===== config.mk =====
export PLATFORM = sky130hd
export DESIGN_NAME = vrot_mask_ins
export DESIGN_NICKNAME = d
export VERILOG_FILES = /design/src/rtl/vrot_mask_ins_pkg.sv /design/src/rtl/vrot_rotl.sv /design/src/rtl/vrot_mask_gen.sv /design/src/rtl/vrot_lane.sv /design/src/rtl/vrot_mask_ins.sv
export SDC_FILE = /design/constraint.sdc
export NUM_CORES = 2
export LEC_CHECK = 0
export BUFFER_PORTS_ARGS = -buffer_cell sky130_fd_sc_hd__buf_2
export CORE_AREA = 2 2 336 338
export DETAILED_ROUTE_END_ITERATION = 7
export DIE_AREA = 0 0 338 340
export PLACE_DENSITY = 0.49
export SETUP_SLACK_MARGIN = 0.3
export SYNTH_ARGS = -nofsm -noshare
export SYNTH_HDL_FRONTEND = slang
export SYNTH_HIERARCHICAL = 1
export SYNTH_SLANG_ARGS = --single-unit

===== constraint.sdc =====
create_clock -name clk -period 2.9 [get_ports clk]
set_clock_uncertainty 0.05 [all_clocks]
set_input_delay 0.29 -clock clk [delete_from_list [all_inputs] [get_ports clk]]
set_output_delay 0.29 -clock clk [all_outputs]
set_load 0.02 [all_outputs]

===== src/rtl/vrot_mask_ins_pkg.sv =====
package vrot_mask_ins_pkg;

  typedef enum logic {
    ESZ_64 = 1'b0,
    ESZ_32 = 1'b1
  } esz_e;

  // Big-endian position of the last bit of each control field, relative to lane width w.
  function automatic int beg_last(input int w);
    return w - 17;
  endfunction

  function automatic int end_last(input int w);
    return w - 9;
  endfunction

  function automatic int cnt_last(input int w);
    return w - 1;
  endfunction

  // Little-endian start index of a field whose big-endian last bit is p, in a lane of w bits.
  function automatic int le_start(input int w, input int p);
    return w - p - 1;
  endfunction

endpackage


===== src/rtl/vrot_rotl.sv =====
module vrot_rotl #(
  parameter int W   = 64,
  parameter int CW  = $clog2(W)
) (
  input  logic [W-1:0]  val_i,
  input  logic [CW-1:0] amt_i,
  output logic [W-1:0]  rot_o
);

  logic [2*W-1:0] dbl;

  always_comb begin
    dbl   = {val_i, val_i} << amt_i;
    rot_o = dbl[2*W-1:W];
  end

endmodule


===== src/rtl/vrot_mask_gen.sv =====
module vrot_mask_gen #(
  parameter int W  = 64,
  parameter int CW = $clog2(W)
) (
  input  logic [CW-1:0] beg_i,
  input  logic [CW-1:0] end_i,
  output logic [W-1:0]  mask_o
);

  localparam logic [W-1:0] ONES = {W{1'b1}};

  logic [W-1:0] from_beg;   // big-endian positions beg..W-1
  logic [W-1:0] upto_end;   // big-endian positions 0..end
  logic         wraps;

  always_comb begin
    from_beg = ONES >> beg_i;
    upto_end = ~((ONES >> end_i) >> 1);
    wraps    = beg_i > end_i;
    mask_o   = wraps ? (from_beg | upto_end) : (from_beg & upto_end);
  end

endmodule


===== src/rtl/vrot_lane.sv =====
module vrot_lane
  import vrot_mask_ins_pkg::*;
#(
  parameter int W  = 64,
  parameter int CW = $clog2(W)
) (
  input  logic [W-1:0] src_i,
  input  logic [W-1:0] ctl_i,
  input  logic [W-1:0] dst_i,
  input  logic         insert_i,
  output logic [W-1:0] res_o
);

  localparam int BEG_LSB = le_start(W, beg_last(W));
  localparam int END_LSB = le_start(W, end_last(W));
  localparam int CNT_LSB = le_start(W, cnt_last(W));

  logic [CW-1:0] f_beg;
  logic [CW-1:0] f_end;
  logic [CW-1:0] f_cnt;
  logic [W-1:0]  rot;
  logic [W-1:0]  mask;
  logic          ctl_unused;

  assign f_beg      = ctl_i[BEG_LSB +: CW];
  assign f_end      = ctl_i[END_LSB +: CW];
  assign f_cnt      = ctl_i[CNT_LSB +: CW];
  assign ctl_unused = ^ctl_i;

  vrot_rotl #(.W(W), .CW(CW)) u_rotl (
    .val_i (src_i),
    .amt_i (f_cnt),
    .rot_o (rot)
  );

  vrot_mask_gen #(.W(W), .CW(CW)) u_mask (
    .beg_i  (f_beg),
    .end_i  (f_end),
    .mask_o (mask)
  );

  always_comb begin
    if (insert_i) res_o = (rot & mask) | (dst_i & ~mask);
    else          res_o = rot & mask;
  end

endmodule


===== src/rtl/vrot_mask_ins.sv =====
module vrot_mask_ins
  import vrot_mask_ins_pkg::*;
#(
  parameter int VEC_W   = 128,
  parameter int WIDE_W  = 64,
  parameter int NARR_W  = 32,
  parameter bit OUT_REG = 1'b1
) (
  input  logic             clk,
  input  logic             rst,
  input  logic [VEC_W-1:0] src_i,
  input  logic [VEC_W-1:0] ctl_i,
  input  logic [VEC_W-1:0] dst_i,
  input  logic             esize_i,
  input  logic             insert_i,
  output logic [VEC_W-1:0] res_o
);

  localparam int N_WIDE = VEC_W / WIDE_W;
  localparam int N_NARR = VEC_W / NARR_W;

  logic [VEC_W-1:0] res_wide;
  logic [VEC_W-1:0] res_narr;
  logic [VEC_W-1:0] res_sel;

  for (genvar g = 0; g < N_WIDE; g++) begin : g_wide
    vrot_lane #(.W(WIDE_W)) u_lane (
      .src_i    (src_i[g*WIDE_W +: WIDE_W]),
      .ctl_i    (ctl_i[g*WIDE_W +: WIDE_W]),
      .dst_i    (dst_i[g*WIDE_W +: WIDE_W]),
      .insert_i (insert_i),
      .res_o    (res_wide[g*WIDE_W +: WIDE_W])
    );
  end

  for (genvar g = 0; g < N_NARR; g++) begin : g_narr
    vrot_lane #(.W(NARR_W)) u_lane (
      .src_i    (src_i[g*NARR_W +: NARR_W]),
      .ctl_i    (ctl_i[g*NARR_W +: NARR_W]),
      .dst_i    (dst_i[g*NARR_W +: NARR_W]),
      .insert_i (insert_i),
      .res_o    (res_narr[g*NARR_W +: NARR_W])
    );
  end

  assign res_sel = (esz_e'(esize_i) == ESZ_32) ? res_narr : res_wide;

  if (OUT_REG) begin : g_reg
    always_ff @(posedge clk) begin
      if (rst) res_o <= '0;
      else     res_o <= res_sel;
    end
  end else begin : g_comb
    logic clk_unused;
    logic rst_unused;
    assign clk_unused = clk;
    assign rst_unused = rst;
    assign res_o      = res_sel;
  end

endmodule


==> flow_summary.toml <==
[route]
drc = 0
via_count = 32500
first_pass_iters = 6
wire_per_inst_um = 28.5
ant_nets = 0
wl_mm = 150
via_per_inst = 6.16
dr.first_iter.drc_count = 4107

[logic_synthesis]
ys_seq_area_frac = 0.0773
synth_edf_count = 0
postSynthCellCount = 3306
postSynthAreaPerCell_um2 = 10.0
yosys_register_bits = 128
ys_types = 47
synth_fp_nets = 3726
async_flop_share = 0
synth_area_mm2 = 0.0332
synth_flop_cell = "dfxtp_1"
ys_warn_count = 6

[layout]
final_cells = 5276
top_register = "res_o"
drive_gt1_frac = 0.498
area_growth_pct = 16.5
post-route-util = 0.346
top_regs = "res_o: 128 flops"
final_area_mm2 = 0.0386
largest_register_ff_count = 128
finish.net_count = 4172
fillCellCount = 11500

[grt]
grt_overflow = 0
use_met2 = 0.390
busiest_layer = "met2"
met3_usage = 0.0689
antenna_found_initial = 43
grt_pass1_vias = 30100
grt_pass1_wl_mm = 215
grt_max_degree = 81
globalRouteMet1Util = 0.361
grt_usage = 0.256

[clock_network]
cts_tree = "yes"
cts_hold_repair.buffers = 0
cts_max_level = 4
cts.root.buffer_cell = "clkbuf_16"
clock_sinks = 128
path_clk_slew_ps = 60
cts_max_path_buffers = 2
cts_made_buffers = 17

[sta]
setup_viol = 0
rsz0062_at_grt = "yes"
worstMarginPinSlew_ps = 633
finalCriticalPeriod_ps = 2580
fin_crit_sh = 0.891
hold_slack_ps = 152
final-max-slew-violation-count = 0
hold_viol_final = 0
slew_headroom = 0.578
fmax_mhz = 387

[placed_design]
placed_cell_area_mm2 = 0.0378
port_buffers = 453
dpl.hpwl_mm = 123
dp_cells = 5220
gp_congestion = 0.985

[floorplanning]
num_rows = 123
die_w_um = 338
coreArea_mm2 = 0.112
die_h_um = 340
start_util = 0.297
boundaryPins = 516
die-area_mm2 = 0.115

[power]
p_leak_nw = 14.8
power.density_mw_per_mm2 = 364
irDropWorstVdd_mv = 0.461

[worst_setup_path]
startpoint = "ctl_i[1]"
endpoint_kind = "flip-flop"
cp-start-kind = "primary input"
cp.required_ps = 3230
crit_fanout = 7
critPathKind = "primary input to flip-flop"
cp.arrival_ps = 2920
cp-endpoint = "res_o[60]$_SDFF_PP0_"

[job]
drv_cap = 0

[status]
outcome = "finished clean"

[min_path]
hp-class = "primary input to flip-flop"
hold_depth = 2
-- layer usage --
layer,vias up,part of all wire
met5,-,0.0019
met4,46,0.025
met3,244,0.12
met2,2161,0.44
met1,16300,0.41
li1,13700,-
-- layout make-up --
type / count / area [um^2] / share of cell area
well taps: 1500 / 1880 / 0.0486
repair buffers: 759 / 5360 / 0.139
clock buffers: 22 / 464 / 0.0120
flip-flops and latches: 128 / 2560 / 0.0663
clock inverters: 10 / 135 / 0.00350
multi-input cells: 2794 / 28000 / 0.725
inverters: 52 / 195 / 0.00505
diodes: 11 / 27.5 / 0.000713
-- timing repair --
action	CTS	global route
buffers inserted	3	6
setup endpoints to repair	1	33
gates resized for setup	3	11
cloned	1	3
pin swaps	0	1
-- cells by family (layout without fill, tap and decap cells) --
family                   after synthesis  count (layout)  synth area share
AND/OR/NAND/NOR                     1048            1048             0.130
multiplexers                         896             896             0.518
AO/OA/AOI/OAI                        596             596             0.112
buffers and inverters                384             843            0.0780
adder cells (fa/ha/maj)              254             254            0.0851
flip-flops                           128             128            0.0773
other                                  0              11                 0
-- how the worst min path moves through the flow --
stage | start | slack [ps] | to
2_1_floorplan | dst_i[100] | 530 | res_o[100]$_SDFF_PP0_
3_3_place_gp | res_o[79]$_SDFF_PP0_ | 660 | res_o[79]
3_5_place_dp | res_o[63]$_SDFF_PP0_ | 650 | res_o[63]
4_1_cts | dst_i[4] | 130 | res_o[4]$_SDFF_PP0_
5_1_grt | rst | 170 | res_o[72]$_SDFF_PP0_
6_report | rst | 150 | res_o[69]$_SDFF_PP0_
-- cell usage after synthesis (67+ instances only) --
master,count,area (um^2)
a21oi_1,124,621
buf_2,69,345
buf_6,67,754
clkbuf_1,115,432
dfxtp_1,128,2560
maj3_2,160,1800
mux2_2,128,1440
mux2i_1,128,1280
mux4_2,630,14200
nand2_1,658,2470
nor2_1,234,878
o21ai_0,150,751
o21ai_1,132,661
o21ai_2,124,1090
-- layout by cell type (no fill, tap or decap), types with 8 or more instances in the layout --
cell,n
mux2i_1,127
a21o_1,14
a21oi_1,124
o21ai_1,129
ha_1,32
nand3_1,32
nor2_1,234
nand2_1,656
dfxtp_1,128
nor3_1,26
nor2b_1,8
mux2_2,128
o21ai_0,150
inv_1,46
buf_4,260
o21ai_2,127
maj3_2,160
o21bai_1,12
mux4_2,633
diode_2,11
or2_2,16
maj3_1,62
and2_1,24
buf_12,53
clkbuf_16,20
buf_2,438
or3_1,8
and3_1,12
a31oi_1,12
or2_1,8
and3_4,10
-- critical path, cell delays in order --
cell     delay (ps)
buf_12          120
buf_12          140
buf_4           120
mux4_2          540
mux4_2          540
mux4_2          550
nand2_2          90
o21ai_2          60
mux2i_2         260
buf_4           160
nor2_1           30
-- power by group --
group,internal (mW),switching (mW)
combinational,4.23,5.32
sequential,1.99,0.128
clock,1.39,1.02
-- stage by stage --
stage          worst slack [ps]  total power, mW  setup TNS (ps)
2_1_floorplan               305             8.21               0
6_report                    315             14.1               0
3_5_place_dp               -330             11.4          -11850
3_3_place_gp               -347             11.4          -10830
4_1_cts                     276             13.9               0
5_1_grt                     276             14.6               0
(Power assumes the default switching activity.)
